`config.mk`:
```
export PLATFORM = sky130hd
export DESIGN_NAME = sram_ctrl
export DESIGN_NICKNAME = d
export VERILOG_FILES = /design/src/rtl/sram_ctrl_pkg.sv /design/src/rtl/sram_ctrl_cnt.sv /design/src/rtl/sram_ctrl_fsm.sv /design/src/rtl/sram_ctrl_dp.sv /design/src/rtl/sram_ctrl.sv
export SDC_FILE = /design/constraint.sdc
export NUM_CORES = 1
export LEC_CHECK = 0
export BUFFER_PORTS_ARGS = -buffer_cell sky130_fd_sc_hd__clkbuf_2
export CELL_PAD_IN_SITES_DETAIL_PLACEMENT = 0
export CELL_PAD_IN_SITES_GLOBAL_PLACEMENT = 1
export CORE_ASPECT_RATIO = 0.5
export CORE_MARGIN = 4
export CORE_UTILIZATION = 30
export DETAILED_ROUTE_END_ITERATION = 6
export HOLD_SLACK_MARGIN = 0.06
export PLACE_DENSITY = 0.65
export SETUP_SLACK_MARGIN = 0.3
export SLEW_MARGIN = 20
export SYNTH_ARGS = -nofsm -noshare
export SYNTH_HDL_FRONTEND = slang
export SYNTH_SLANG_ARGS = --single-unit
```
`constraint.sdc`:
```
create_clock -name clk_i -period 2.04 [get_ports clk_i]
set_input_delay 0.102 -clock clk_i [delete_from_list [all_inputs] [get_ports clk_i]]
set_output_delay 0.102 -clock clk_i [all_outputs]
set_load 0.1 [all_outputs]
```
`src/rtl/sram_ctrl_pkg.sv`:
```
package sram_ctrl_pkg;

  typedef enum logic [2:0] {
    ST_IDLE,
    ST_RD,
    ST_WR_STB,
    ST_WR_DRV,
    ST_TURN
  } state_e;

  function automatic int ceil_div(input int num, input int den);
    return (num + den - 1) / den;
  endfunction

  function automatic int max2(input int a, input int b);
    return (a > b) ? a : b;
  endfunction

endpackage

```
`src/rtl/sram_ctrl_cnt.sv`:
```
module sram_ctrl_cnt #(
  parameter int W = 3
) (
  input  logic         clk_i,
  input  logic         rst_ni,
  input  logic         load_i,
  input  logic [W-1:0] val_i,
  output logic         zero_o
);

  logic [W-1:0] cnt_q;

  always_ff @(posedge clk_i or negedge rst_ni) begin
    if (!rst_ni)              cnt_q <= '0;
    else if (load_i)          cnt_q <= val_i;
    else if (cnt_q != '0)     cnt_q <= cnt_q - 1'b1;
  end

  assign zero_o = (cnt_q == '0);

endmodule

```
`src/rtl/sram_ctrl_fsm.sv`:
```
module sram_ctrl_fsm
  import sram_ctrl_pkg::*;
#(
  parameter int RD_CYC  = 3,
  parameter int DRV_CYC = 2,
  parameter int CNT_W   = 3
) (
  input  logic             clk_i,
  input  logic             rst_ni,
  input  logic             req_valid_i,
  input  logic             req_we_i,
  input  logic             cnt_zero_i,
  output logic             cnt_load_o,
  output logic [CNT_W-1:0] cnt_val_o,
  output logic             ready_o,
  output logic             accept_o,
  output logic             cap_o,
  output logic             cs_n_o,
  output logic             oe_n_o,
  output logic             we_n_o,
  output logic             dq_oe_o
);

  localparam logic [CNT_W-1:0] RD_LD  = CNT_W'(RD_CYC - 1);
  localparam logic [CNT_W-1:0] DRV_LD = CNT_W'(DRV_CYC - 1);
  localparam int               WE_CYC = 1 + DRV_CYC;

  state_e state_q, state_d;

  assign ready_o  = (state_q == ST_IDLE);
  assign accept_o = ready_o && req_valid_i;

  always_comb begin
    state_d    = state_q;
    cnt_load_o = 1'b0;
    cnt_val_o  = '0;
    cap_o      = 1'b0;
    unique case (state_q)
      ST_IDLE: if (req_valid_i) begin
        cnt_load_o = 1'b1;
        if (req_we_i) begin
          state_d = ST_WR_STB;
        end else begin
          state_d   = ST_RD;
          cnt_val_o = RD_LD;
        end
      end
      ST_RD: if (cnt_zero_i) begin
        cap_o   = 1'b1;
        state_d = ST_IDLE;
      end
      ST_WR_STB: begin
        // strobe cycle first; driver waits one cycle
        state_d    = ST_WR_DRV;
        cnt_load_o = 1'b1;
        cnt_val_o  = DRV_LD;
      end
      ST_WR_DRV: if (cnt_zero_i) state_d = ST_TURN;
      ST_TURN:   state_d = ST_IDLE;
      default:   state_d = ST_IDLE;
    endcase
  end

  // strobes registered from next state: glitch-free pins
  always_ff @(posedge clk_i or negedge rst_ni) begin
    if (!rst_ni) begin
      state_q <= ST_IDLE;
      cs_n_o  <= 1'b1;
      oe_n_o  <= 1'b1;
      we_n_o  <= 1'b1;
      dq_oe_o <= 1'b0;
    end else begin
      state_q <= state_d;
      cs_n_o  <= !(state_d inside {ST_RD, ST_WR_STB, ST_WR_DRV});
      oe_n_o  <= (state_d != ST_RD);
      we_n_o  <= !(state_d inside {ST_WR_STB, ST_WR_DRV});
      dq_oe_o <= (state_d == ST_WR_DRV);
    end
  end

  // checker support: width of current write strobe
  logic [CNT_W:0] we_low_q;
  always_ff @(posedge clk_i or negedge rst_ni) begin
    if (!rst_ni)      we_low_q <= '0;
    else if (we_n_o)  we_low_q <= '0;
    else              we_low_q <= we_low_q + 1'b1;
  end


  drv_needs_we_chk: assert property (@(posedge clk_i) disable iff (!rst_ni)
    dq_oe_o |-> (!we_n_o && oe_n_o && !cs_n_o));

  drv_late_chk: assert property (@(posedge clk_i) disable iff (!rst_ni)
    $rose(dq_oe_o) |-> $past(!we_n_o));

  drv_release_chk: assert property (@(posedge clk_i) disable iff (!rst_ni)
    $rose(we_n_o) |-> !dq_oe_o);

  we_width_chk: assert property (@(posedge clk_i) disable iff (!rst_ni)
    $rose(we_n_o) |-> (we_low_q == (CNT_W+1)'(WE_CYC)));

  cs_cover_chk: assert property (@(posedge clk_i) disable iff (!rst_ni)
    !we_n_o |-> !cs_n_o);

  cs_we_align_chk: assert property (@(posedge clk_i) disable iff (!rst_ni)
    $fell(we_n_o) |-> $fell(cs_n_o));

  turnaround_chk: assert property (@(posedge clk_i) disable iff (!rst_ni)
    $fell(oe_n_o) |-> !$past(dq_oe_o));

  ready_drop_chk: assert property (@(posedge clk_i) disable iff (!rst_ni)
    accept_o |=> !ready_o);

  rd_strobe_chk: assert property (@(posedge clk_i) disable iff (!rst_ni)
    !oe_n_o |-> (!cs_n_o && we_n_o));

endmodule

```
`src/rtl/sram_ctrl_dp.sv`:
```
module sram_ctrl_dp #(
  parameter int AW = 17,
  parameter int DW = 8
) (
  input  logic          clk_i,
  input  logic          rst_ni,
  input  logic          accept_i,
  input  logic [AW-1:0] addr_i,
  input  logic [DW-1:0] wdata_i,
  input  logic          cap_i,
  input  logic [DW-1:0] dq_i,
  output logic [AW-1:0] addr_o,
  output logic [DW-1:0] wdata_o,
  output logic [DW-1:0] rdata_o,
  output logic          rvalid_o
);

  always_ff @(posedge clk_i or negedge rst_ni) begin
    if (!rst_ni) begin
      addr_o  <= '0;
      wdata_o <= '0;
    end else if (accept_i) begin
      addr_o  <= addr_i;
      wdata_o <= wdata_i;
    end
  end

  always_ff @(posedge clk_i or negedge rst_ni) begin
    if (!rst_ni) begin
      rdata_o  <= '0;
      rvalid_o <= 1'b0;
    end else begin
      rvalid_o <= cap_i;
      if (cap_i) rdata_o <= dq_i;
    end
  end


  rvalid_pulse_chk: assert property (@(posedge clk_i) disable iff (!rst_ni)
    rvalid_o |=> !rvalid_o);

endmodule

```
`src/rtl/sram_ctrl.sv`:
```
module sram_ctrl
  import sram_ctrl_pkg::*;
#(
  parameter int AW      = 17,
  parameter int DW      = 8,
  parameter int CLK_PS  = 8000,
  parameter int T_AA_PS = 20000,
  parameter int T_WP_PS = 15000,
  parameter int T_DW_PS = 9000
) (
  input  logic          clk_i,
  input  logic          rst_ni,
  input  logic          req_valid_i,
  output logic          req_ready_o,
  input  logic          req_we_i,
  input  logic [AW-1:0] req_addr_i,
  input  logic [DW-1:0] req_wdata_i,
  output logic          rsp_valid_o,
  output logic [DW-1:0] rsp_rdata_o,
  output logic [AW-1:0] sram_addr_o,
  output logic          sram_cs_no,
  output logic          sram_oe_no,
  output logic          sram_we_no,
  output logic [DW-1:0] sram_dq_o,
  output logic          sram_dq_oe_o,
  input  logic [DW-1:0] sram_dq_i
);

  localparam int RD_CYC  = max2(1, ceil_div(T_AA_PS, CLK_PS));
  localparam int WP_CYC  = ceil_div(T_WP_PS, CLK_PS);
  localparam int DS_CYC  = ceil_div(T_DW_PS, CLK_PS);
  localparam int DRV_CYC = max2(1, max2(DS_CYC, WP_CYC - 1));
  localparam int CNT_W   = $clog2(max2(RD_CYC, DRV_CYC) + 1);

  logic             cnt_load, cnt_zero, accept, cap;
  logic [CNT_W-1:0] cnt_val;

  sram_ctrl_cnt #(.W(CNT_W)) u_cnt (
    .clk_i  (clk_i),
    .rst_ni (rst_ni),
    .load_i (cnt_load),
    .val_i  (cnt_val),
    .zero_o (cnt_zero)
  );

  sram_ctrl_fsm #(
    .RD_CYC (RD_CYC),
    .DRV_CYC(DRV_CYC),
    .CNT_W  (CNT_W)
  ) u_fsm (
    .clk_i      (clk_i),
    .rst_ni     (rst_ni),
    .req_valid_i(req_valid_i),
    .req_we_i   (req_we_i),
    .cnt_zero_i (cnt_zero),
    .cnt_load_o (cnt_load),
    .cnt_val_o  (cnt_val),
    .ready_o    (req_ready_o),
    .accept_o   (accept),
    .cap_o      (cap),
    .cs_n_o     (sram_cs_no),
    .oe_n_o     (sram_oe_no),
    .we_n_o     (sram_we_no),
    .dq_oe_o    (sram_dq_oe_o)
  );

  sram_ctrl_dp #(.AW(AW), .DW(DW)) u_dp (
    .clk_i   (clk_i),
    .rst_ni  (rst_ni),
    .accept_i(accept),
    .addr_i  (req_addr_i),
    .wdata_i (req_wdata_i),
    .cap_i   (cap),
    .dq_i    (sram_dq_i),
    .addr_o  (sram_addr_o),
    .wdata_o (sram_dq_o),
    .rdata_o (rsp_rdata_o),
    .rvalid_o(rsp_valid_o)
  );


  addr_hold_chk: assert property (@(posedge clk_i) disable iff (!rst_ni)
    (!sram_cs_no && $past(!sram_cs_no)) |-> $stable(sram_addr_o));

  wdata_hold_chk: assert property (@(posedge clk_i) disable iff (!rst_ni)
    (!sram_cs_no && $past(!sram_cs_no)) |-> $stable(sram_dq_o));

  idle_pins_chk: assert property (@(posedge clk_i) disable iff (!rst_ni)
    req_ready_o |-> (sram_cs_no && sram_oe_no && sram_we_no && !sram_dq_oe_o));

endmodule

```
## Yosys cells after proc, flatten, opt, wreduce, memory -nomap -nowiden

Cells that the tools add are included.

- Add/sub/neg operators: 1
- Equality and inequality tests: 7
- Multiplexer cells: 14
- Reduce and logical (&&, ||, !) cells: 9

Operators by type and width:

| operator | count |
|---|---|
| $eq A3 B2 Y1 const B | 4 |
| $pmux W3 S4 | 1 |
| $mux W2 | 5 |
| $mux W3 | 3 |
| $eq A3 B1 Y1 const B | 2 |
| $reduce_bool A2 Y1 | 3 |
| $pmux W2 S2 | 1 |
| $logic_not A3 Y1 | 1 |
| $mux W1 | 3 |
| $ne A3 B1 Y1 const B | 1 |
| $reduce_bool A3 Y1 | 1 |
| $logic_not A1 Y1 | 2 |
| $logic_not A2 Y1 | 1 |
| $pmux W1 S2 | 1 |
| $sub A2 B1 Y2 const B | 1 |
| $logic_and A1 B1 Y1 | 1 |

- Flip-flop bits (word level): 43
- Bits of input ports: 37
- Output and inout port bits: 39
- Word-level logic and storage cells: 41

## Longest topological paths before layout

Gate-level depths: netlist of run 1.

- Depth after elaboration: 6
- Depth in mapped cells: 6
- Gate-level depth less buffers: 5

## Modules after synthesis

A second synthesis of run 1 with hierarchy kept.

- Cell total of the unflattened synthesis: 115
- Area total of the unflattened synthesis: 1844.3 µm²

By module, submodules not included:

| module | times used | cells each | area an instance (µm²) | sequential area each (µm²) |
|---|---|---|---|---|
| sram_ctrl_dp | 1 | 71 | 1353.8 | 850.8 |
| sram_ctrl_fsm | 1 | 32 | 376.6 | 178.9 |
| sram_ctrl_cnt | 1 | 12 | 113.9 | 50.0 |

## Worst setup path after synthesis of run 1

Ideal clock, no wire load.

- Path kind: reg-to-output
- Start point: register u_fsm.state_q[0]
- End point: output port req_ready_o
- Data arrival time: 2.651 ns
- Required time: 1.938 ns
- Setup slack: -0.713 ns
- Cell stages (with the launch flop): 3
- Path buffers: 1
- Cell sequence: dfrtp_1 > clkbuf_1 > nor3_1

- Word-level cells in the longest chain between the ends: 1

Ends and longest elaborated chain:

| what | line | text |
|---|---|---|
| start, declared | sram_ctrl_fsm.sv:28 | `state_e state_q, state_d;` |
| start signal, assigned | sram_ctrl_fsm.sv:73 | `state_q <= state_d;` |
| $logic_not A3 Y1 | sram_ctrl_fsm.sv:30 | `assign ready_o = (state_q == ST_IDLE);` |
| end, declared | sram_ctrl.sv:14 | `output logic req_ready_o,` |

Every way passes these cells.

## Worst setup path in the final report of run 1

- Start point: register u_cnt.cnt_q[0]
- End point: register u_dp.rdata_o[7]

- Word-level cells in the longest chain between the ends: 3

Ends and longest elaborated chain:

| what | line | text |
|---|---|---|
| start, declared | sram_ctrl_cnt.sv:11 | `logic [W-1:0] cnt_q;` |
| start signal, assigned | sram_ctrl_cnt.sv:15 | `else if (load_i) cnt_q <= val_i;` |
| start signal, assigned | sram_ctrl_cnt.sv:16 | `else if (cnt_q != '0) cnt_q <= cnt_q - 1'b1;` |
| $logic_not A2 Y1 | sram_ctrl_cnt.sv:19 | `assign zero_o = (cnt_q == '0);` |
| $mux W1 | sram_ctrl_fsm.sv:48 | `ST_RD: if (cnt_zero_i) begin` |
| $mux W1 | sram_ctrl_fsm.sv:38 | `unique case (state_q)` |
| via cap | sram_ctrl.sv:35 | `logic cnt_load, cnt_zero, accept, cap;` |
| end signal, assigned | sram_ctrl_dp.sv:34 | `if (cap_i) rdata_o <= dq_i;` |
| end, declared | sram_ctrl_dp.sv:14 | `output logic [DW-1:0] rdata_o,` |

The timed path passes the listed nets, and every way through them passes these cells.
A chain may end at the register's enable or synchronous reset.

==> reports/results.txt, run 1 <==
clk_skew - 0.00299 ns
pre-CTS WS - 0.388 ns
Cell Area, Placed - 2150 µm²
Yosys top cell area share - 0.593
Max Buffers Root-to-Sink - 2
largest net degree at the start of global routing - 35
Syn Std Cell Area - 1690 µm²
Chip Width - 114 µm
Period Utilization, post-route - 0.785
crit path from - u_cnt.cnt_q[0]
H-tree depth - 2
met2 routed WL - 2.01 mm
Ports - 76
Final Hold Vio Count - 0
Worst Setup Path Type - register to register
first-pass GRT wire length - 5.95 mm
DIE AREA - 6970 µm²
WL/cell - 12.8 µm
fin nets - 257
Cells after Synth - 111
clock latency on the worst-skew pair - 0.28 ns
initial antenna violation count - 0
WP data required - 2.20 ns
area leader, netlist - dfrtp_1
design area - 2620 µm²
Worst path top cell family by delay - flip-flops
Max-Cap Viols - 0
vias in the first global route - 1287
clk root buf - clkbuf_16
vias after detailed routing - 1230
Crit-path slowest cell - dfrtp_1
Yosys reg bits - 43
via-per-instance ratio - 4.24
Final ANT Viol Nets - 0
CP bufs+invs - 2
crit path DAT - 1.76 ns
RSZ-0062 raised after global routing - false
die height - 61.1 µm
PnR worst setup slack - 0.439 ns
crit path max fanout - 9
# DRC - 0
clk slew on worst S/H paths - 0.06 ns
final setup vio count - 0
Max Clk Rate - 625 MHz
storage element area - 1080 µm²
hold path cells - 2
gr ovfl total - 0
I/O Buffers - 75
syn avg cell area - 15.2 µm²
number of fill cells - 473
Seq/Total Area, Yosys - 0.639
Least-Margin Pin Slew - 0.812 ns
clock net sink count - 43
crit-path cells - inv_1, ha_2, nand2_1, nor3_2, buf_4, mux2_2
Multi-input gate area - 568 µm²
min-delay worst type - input port to register
n_diodes - 0
worst hold start - sram_dq_i[5]
CTS tree - built
clock period minus worst slack - 1.60 ns
Starting Density - 0.326
GPL Wtd Cong - 0.707
gr usage total - 0.111
CTS Buf Count - 5
Syn Nets - 149
R2R depth - 6
final WL - 3.70 mm
largest stage delay on the critical path - 0.39 ns
DR iter-0 viols - 24
Area Overhead vs Synth - 55.2%
count of pins over their slew limit - 0
number of cells on the critical path - 6
post-layout util - 0.506
Synth area leaders - dfrtp_1 (59%), mux2_2 (21%), dfstp_2 (4.7%), nor4b_4 (1.4%), buf_6 (1.3%)
drt pass-1 iters - 2
status - complete, no violations
WL met3 - 186 µm
Ys Warns - 0
TNS Setup - 0 ns
Reg-to-Reg Start - u_cnt.cnt_q[0]
area of the core - 5180 µm²
DR top layer - met4
hpwl dp - 2.65 mm
Synth cell types - 27
layout cells sized above 1 - 0.573
type of destination of the critical path - register
row count - 18
Post-CTS Setup Bufs - 0
Max transition margin - 0.459
startpoint class of the critical path - register
register-to-register setup slack - 0.44 ns
M1 wire length - 1.49 mm
worst register-to-register path: stages (launching register included):
cell and delay (ns):
dfrtp_1 0.39, inv_1 0.07, ha_2 0.26, nand2_1 0.11
nor3_2 0.12, buf_4 0.20, mux2_2 0.35
final cells by class:
type,instances,share of cell area
Sequential cell,43,0.412
Timing Repair Buffer,107,0.267
Multi-Input combinational cell,59,0.217
Clock buffer,6,0.0530
Tap cell,70,0.0334
Clock inverter,2,0.0134
Inverter,3,0.00430
synth_stat cells, drive strengths merged:
cell,instances
dfrtp,40
ha,1
or2b,1
clkbuf,2
inv,3
nor4b,1
o31ai,1
nor2,6
nand2b,2
mux2,33
xor2,1
nand2,2
a21oi,3
nor3b,1
o22ai,1
a21bo,1
nand3b,1
nor3,2
a221oi,1
mux2i,1
buf,4
dfstp,3
state kept, by name (all words and copies together) (netlist names):
| signal | count |
|---|---|
| u_cnt.cnt_q | 2 |
| u_dp.addr_o | 17 |
| u_dp.rdata_o | 8 |
| u_dp.rvalid_o | 1 |
| u_dp.wdata_o | 8 |
| u_fsm.cs_n_o | 1 |
| u_fsm.dq_oe_o | 1 |
| u_fsm.oe_n_o | 1 |
| u_fsm.state_q | 3 |
| u_fsm.we_n_o | 1 |
layout by cell type (no fill, tap or decap):
master          n
nor3_4          1
clkbuf_8        1
a21oi_1         3
mux2_1          1
nand2_1         2
mux2i_1         1
a221oi_1        1
bufinv_16       1
nor3_2          1
clkbuf_16       5
o22ai_1         1
nor2_1          6
dlygate4sd3_1  29
nor4b_4         1
nor3b_1         1
dfstp_2         3
clkinv_2        1
a21bo_2         1
nand2b_1        2
mux2_2         32
buf_4           2
clkbuf_2       75
nand3b_1        1
xor2_1          1
ha_2            1
or2b_1          1
dfrtp_1        40
o31ai_1         1
inv_1           3
buf_12          1
per-stage QoR:
step | std cells | hold WS (ns)
2_1_floorplan | 111 | -0.194
3_3_place_gp | 253 | 0.239
3_5_place_dp | 253 | 0.250
4_1_cts | 290 | 0.0602
5_1_grt | 290 | 0.0649
6_report | 290 | 0.0610
cells by family after synthesis:
family / count (synthesis) / share of synthesized area
fa+ha+maj: 1 / 0.00741
mux: 34 / 0.226
compound gates: 7 / 0.0282
xor+xnor: 1 / 0.00519
buf+inv: 9 / 0.0326
flops: 43 / 0.639
simple gates: 16 / 0.0615
routing by layer:
metal	up-vias	track usage
met4	0	0.0457
met2	30	0.204
met5	-	0
met3	3	0.0324
li1	597	-
met1	600	0.126
final timing paths:
kind | end
setup / recovery | u_dp.rdata_o[7]
hold / removal | u_dp.rdata_o[5]
setup reg to reg | u_dp.rdata_o[7]
hold reg to reg | u_dp.addr_o[6]
max in group asynchronous | u_dp.wdata_o[1]
min in group asynchronous | u_dp.wdata_o[7]
what timing repair did:
item / CTS / global route
hold buffers: 29 / 0
endpoints found under the setup margin: 0 / 8
endpoints found under the hold margin: 58 / 0
resized for setup: 0 / 1
Power of run 1 is left out: the tool's default activity adds up to more than one toggle a clock period on the data nets, which glitch-free logic cannot reach.
==> inputs of run 2 (changes only) <==
clock period = 1.5 ns   (was 2.04 ns; I/O delays follow)
==> reports/results.txt, run 2 (same netlist as run 1, synthesis figures left out) <==
vias in the first global route - 1400 (was 1287)
largest net degree at the start of global routing - 44 (was 35)
Least-Margin Pin Slew - 0.548 ns (was 0.812 ns)
H-tree depth - 2 (unchanged)
WL/cell - 13.7 µm (was 12.8 µm)
fin cells - 313 (was 290)
drt pass-1 iters - 4 (was 2)
CTS Buf Count - 5 (unchanged)
crit-path cells - nor4b_4, buf_6, clkbuf_16, mux2_2 (was inv_1, ha_2, nand2_1, nor3_2, buf_4, mux2_2)
min-delay worst type - input port to register (unchanged)
clk slew on worst S/H paths - 0.06 ns (about the same)
Final ANT Viol Nets - 0 (unchanged)
count of pins over their slew limit - 0 (unchanged)
final WL - 4.29 mm (was 3.70 mm)
I/O Buffers - 75 (unchanged)
WP data required - 1.66 ns (was 2.20 ns)
startpoint class of the critical path - register (unchanged)
RSZ-0062 raised after global routing - true (was false)
status - complete, no violations (unchanged)
DR iter-0 viols - 29 (was 24)
max reg flops - 17 (unchanged)
crit path DAT - 1.63 ns (was 1.76 ns)
Max-Cap Viols - 0 (unchanged)
Area Overhead vs Synth - 79.0% (was 55.2%)
Max transition margin - 0.635 (was 0.459)
Chip Width - 114 µm (unchanged)
clock period minus worst slack - 1.47 ns (was 1.60 ns)
Crit-path slowest cell - dfrtp_1 (unchanged)
gr usage total - 0.125 (was 0.111)
Max Buffers Root-to-Sink - 2 (unchanged)
hold path cells - 3 (was 2)
via-per-instance ratio - 4.25 (was 4.24)
CTS tree - built (unchanged)
clk root buf - clkbuf_16 (unchanged)
clock net sink count - 43 (unchanged)
number of fill cells - 449 (was 473)
first-pass GRT wire length - 6.73 mm (was 5.95 mm)
row count - 18 (unchanged)
largest stage delay on the critical path - 0.41 ns (was 0.39 ns)
type of destination of the critical path - register (unchanged)
fin nets - 280 (was 257)
GPL Wtd Cong - 0.743 (was 0.707)
area of the core - 5180 µm² (unchanged)
Max Clk Rate - 681 MHz (was 625 MHz)
n_diodes - 0 (unchanged)
layout cells sized above 1 - 0.613 (was 0.573)
hpwl dp - 2.78 mm (was 2.65 mm)
final setup vio count - 0 (unchanged)
Ports - 76 (unchanged)
# DRC - 0 (unchanged)
clk_skew - 0.00372 ns (was 0.00299 ns)
Worst Setup Path Type - register to register (unchanged)
Largest regs - u_dp.addr_o (17), u_dp.rdata_o (8), u_dp.wdata_o (8) (unchanged)
Final Hold Vio Count - 0 (unchanged)
die height - 61.1 µm (unchanged)
R2R depth - 4 (was 6)
clock latency on the worst-skew pair - 0.28 ns (about the same)
gr ovfl total - 0 (unchanged)
Cell Area, Placed - 2270 µm² (was 2150 µm²)
initial antenna violation count - 0 (unchanged)
vias after detailed routing - 1330 (was 1230)
Period Utilization, post-route - 0.978 (was 0.785)
most frequent cells in the layout - clkbuf_2 (63), dfrtp_1 (40), dlygate4sd3_1 (34), mux2_4 (28), buf_4 (13) (was clkbuf_2 (75), dfrtp_1 (40), mux2_2 (32), dlygate4sd3_1 (29), nor2_1 (6))
commonest non-fill, non-tap cell in the layout - clkbuf_2 (unchanged)
crit path max fanout - 8 (was 9)
placed cells - 259 (was 253)
design area - 3020 µm² (was 2620 µm²)
largest reg by FF count - u_dp.addr_o (unchanged)
Starting Density - 0.326 (unchanged)
DIE AREA - 6970 µm² (unchanged)
-- run 2: changes by cell type in the layout (fill, tap and decap cells not counted), sizes merged --
cell and delta:
bufinv -1, buf +29, dlygate4sd3 +5, clkbuf -10
-- run 2: timing repair --
| action | CTS | global route |
|---|---|---|
| pin swaps | 2 | 2 |
| gates cloned | 2 | 1 |
| gates resized for setup | 19 | 32 |
| hold buffers | 34 | 0 |
| setup buffers | 7 | 2 |
| endpoints found under the hold margin | 73 | 0 |
| setup endpoints to repair | 42 | 51 |
-- run 2: path summary, 6_finish.rpt --
| kind | startpoint | to | slack, ns |
|---|---|---|---|
| setup / recovery | u_fsm.state_q[0] | u_dp.addr_o[11] | 0.03 |
| hold / removal | req_we_i | u_cnt.cnt_q[1] | 0.08 |
| setup reg to reg | u_fsm.state_q[0] | u_dp.addr_o[11] | 0.03 |
| hold reg to reg | u_dp.addr_o[11] | u_dp.addr_o[11] | 0.50 |
| max in group asynchronous | rst_ni | u_fsm.we_n_o | 0.68 |
| min in group asynchronous | rst_ni | u_dp.wdata_o[0] | 0.43 |
-- run 2: layout make-up --
type	count	area (µm²)	share of cell area
sequential	43	1080	0.357
timing repair buffer	130	988	0.327
multi-input combinational	59	719	0.238
inverter	3	11.3	0.00372
tap	70	87.6	0.0290
clock inverter	1	5.00	0.00165
clock buffer	7	133	0.0439
-- run 2: metrics by stage --
stage / utilization / TNS, ns / hold slack (ns) / setup slack, ns
floorplan: - / -4.28 / -0.221 / -0.166
global placement: 0.439 / 0 / 0.185 / 0.0208
detailed placement: 0.439 / -0.0242 / 0.191 / -0.0156
CTS: 0.560 / 0 / 0.0823 / 0.0369
global route: 0.584 / -0.0587 / 0.141 / -0.0203
finish: 0.584 / 0 / 0.0832 / 0.0325
-- run 2: metal layers --
layer	GRT usage	vias up	wire length, µm
met4	0.0406	0	41
met2	0.226	30	2230
li1	-	644	-
met5	0	-	0
met1	0.151	654	1830
met3	0.0304	2	189
-- run 2: worst max-delay path: cells and delay by family (launching register included) --
family                 cells  cell delay [ns]
buffers and inverters      2             0.33
flip-flops                 1             0.41
multiplexers               1             0.33
AND/OR/NAND/NOR            1             0.29
Power of run 2 is left out for the same reason.
==> inputs of run 3 (changes only) <==
clock period = 1.43 ns   (was 1.5 ns; I/O delays follow)
==> reports/results.txt, run 3 (same netlist as run 1, synthesis figures left out) <==
status - finished with violations (was complete, no violations)
failing checks - setup timing
DR top layer - met4 (unchanged)
Crit-path slowest cell - dfrtp_1 (unchanged)
Max Buffers Root-to-Sink - 2 (unchanged)
Ports - 76 (unchanged)
gr ovfl total - 0 (unchanged)
M1 wire length - 1.65 mm (was 1.83 mm)
gr usage total - 0.120 (was 0.125)
Worst Setup Path Type - register to register (unchanged)
clk root buf - clkbuf_16 (unchanged)
clock period minus worst slack - 1.47 ns (about the same)
Least-Margin Pin Slew - 0.491 ns (was 0.548 ns)
crit path max fanout - 7 (was 8)
layout cells sized above 1 - 0.613 (about the same)
CTS tree - built (unchanged)
I/O Buffers - 75 (unchanged)
WL met3 - 184 µm (was 189 µm)
area of the core - 5180 µm² (unchanged)
most frequent cells in the layout - dfrtp_1 (39), clkbuf_2 (36), dlygate4sd3_1 (34), clkbuf_4 (33), mux2_2 (23) (was clkbuf_2 (63), dfrtp_1 (40), dlygate4sd3_1 (34), mux2_4 (28), buf_4 (13))
hpwl dp - 2.76 mm (was 2.78 mm)
crit-path cells - buf_6, nor3_4, buf_4, buf_12, mux2_4 (was nor4b_4, buf_6, clkbuf_16, mux2_2)
DR iter-0 viols - 32 (was 29)
clk_skew - 0.00494 ns (was 0.00372 ns)
PnR worst setup slack - -0.0383 ns (was 0.0325 ns)
RSZ-0062 raised after global routing - true (unchanged)
startpoint class of the critical path - register (unchanged)
initial antenna violation count - 0 (unchanged)
largest stage delay on the critical path - 0.43 ns (was 0.41 ns)
crit path DAT - 1.63 ns (about the same)
Chip Width - 114 µm (unchanged)
die height - 61.1 µm (unchanged)
Cell Area, Placed - 2280 µm² (was 2270 µm²)
WP data required - 1.59 ns (was 1.66 ns)
design area - 3050 µm² (was 3020 µm²)
row count - 18 (unchanged)
drt pass-1 iters - 4 (unchanged)
clk slew on worst S/H paths - 0.06 ns (about the same)
largest net degree at the start of global routing - 30 (was 44)
storage element area - 1080 µm² (about the same)
n_diodes - 0 (unchanged)
vias in the first global route - 1409 (was 1400)
GPL Wtd Cong - 0.732 (was 0.743)
WL/cell - 13.1 µm (was 13.7 µm)
first-pass GRT wire length - 6.50 mm (was 6.73 mm)
largest reg by FF count - u_dp.addr_o (unchanged)
DIE AREA - 6970 µm² (unchanged)
met2 routed WL - 2.21 mm (was 2.23 mm)
max reg flops - 17 (unchanged)
Max Clk Rate - 681 MHz (about the same)
min-delay worst type - input port to register (unchanged)
pre-CTS WS - -0.0423 ns (was -0.0156 ns)
Largest regs - u_dp.addr_o (17), u_dp.rdata_o (8), u_dp.wdata_o (8) (unchanged)
Max-Cap Viols - 0 (unchanged)
Period Utilization, post-route - 1.03 (was 0.978)
fin nets - 277 (was 280)
vias after detailed routing - 1334 (was 1330)
number of fill cells - 424 (was 449)
Area Overhead vs Synth - 80.4% (was 79.0%)
CTS Buf Count - 5 (unchanged)
via-per-instance ratio - 4.30 (was 4.25)
# DRC - 0 (unchanged)
commonest non-fill, non-tap cell in the layout - dfrtp_1 (was clkbuf_2)
Final ANT Viol Nets - 0 (unchanged)
Max transition margin - 0.675 (was 0.635)
final WL - 4.07 mm (was 4.29 mm)
final setup vio count - 31 (was 0)
clock latency on the worst-skew pair - 0.27 ns (was 0.28 ns)
Starting Density - 0.326 (unchanged)
clock net sink count - 43 (unchanged)
H-tree depth - 2 (unchanged)
Multi-input gate area - 667 µm² (was 719 µm²)
type of destination of the critical path - register (unchanged)
Final Hold Vio Count - 0 (unchanged)
count of pins over their slew limit - 0 (unchanged)
==> run 3: cell type report <==
type / instances / share of cell area
clock buffer: 7 / 0.0435
clock inverter: 1 / 0.00985
inverter: 3 / 0.00369
multi-input combinational: 59 / 0.219
sequential: 43 / 0.355
tap: 70 / 0.0287
timing repair buffer: 127 / 0.341
==> run 3: final timing paths <==
path                                    to  cells past startpoint  slack (ns)             start
max                        u_dp.rdata_o[0]                      5       -0.04  u_fsm.state_q[2]
min                         u_cnt.cnt_q[1]                      3        0.08          req_we_i
max reg2reg                u_dp.rdata_o[0]                      5       -0.04  u_fsm.state_q[2]
min reg2reg                 u_dp.addr_o[6]                      1        0.48    u_dp.addr_o[6]
max in group asynchronous     u_fsm.oe_n_o                      3        0.60            rst_ni
min in group asynchronous  u_dp.addr_o[12]                      2        0.26            rst_ni
==> run 3: per-layer routing <==
| metal | global-route usage | vias up |
|---|---|---|
| met3 | 0.0343 | 2 |
| met5 | 0 | - |
| met4 | 0.0389 | 0 |
| met2 | 0.227 | 33 |
| li1 | - | 638 |
| met1 | 0.135 | 661 |
==> run 3: timing repair <==
item,CTS,global route
gates resized for setup,48,9
cloned,1,0
endpoints found under the setup margin,77,43
buffers inserted,6,2
pin swaps,4,3
endpoints found under the hold margin,55,0
hold buffers,34,0
==> run 3: critical path: cells and delay by family (launching register included) <==
family / cells / cell delay (ns)
flip-flops: 1 / 0.43
buffers and inverters: 3 / 0.43
multiplexers: 1 / 0.29
AND/OR/NAND/NOR: 1 / 0.19
==> run 3: through the flow <==
step                TNS, ns   util  instances  hold WS (ns)
detailed placement   -0.766  0.441        259        0.0112
floorplan             -6.60      -        111        -0.224
finish               -0.462  0.588        310        0.0843
global placement     -0.322  0.441        259        0.0191
global route          -2.18  0.588        310         0.116
CTS                  -0.111  0.578        308        0.0827
Power of run 3 is left out for the same reason.
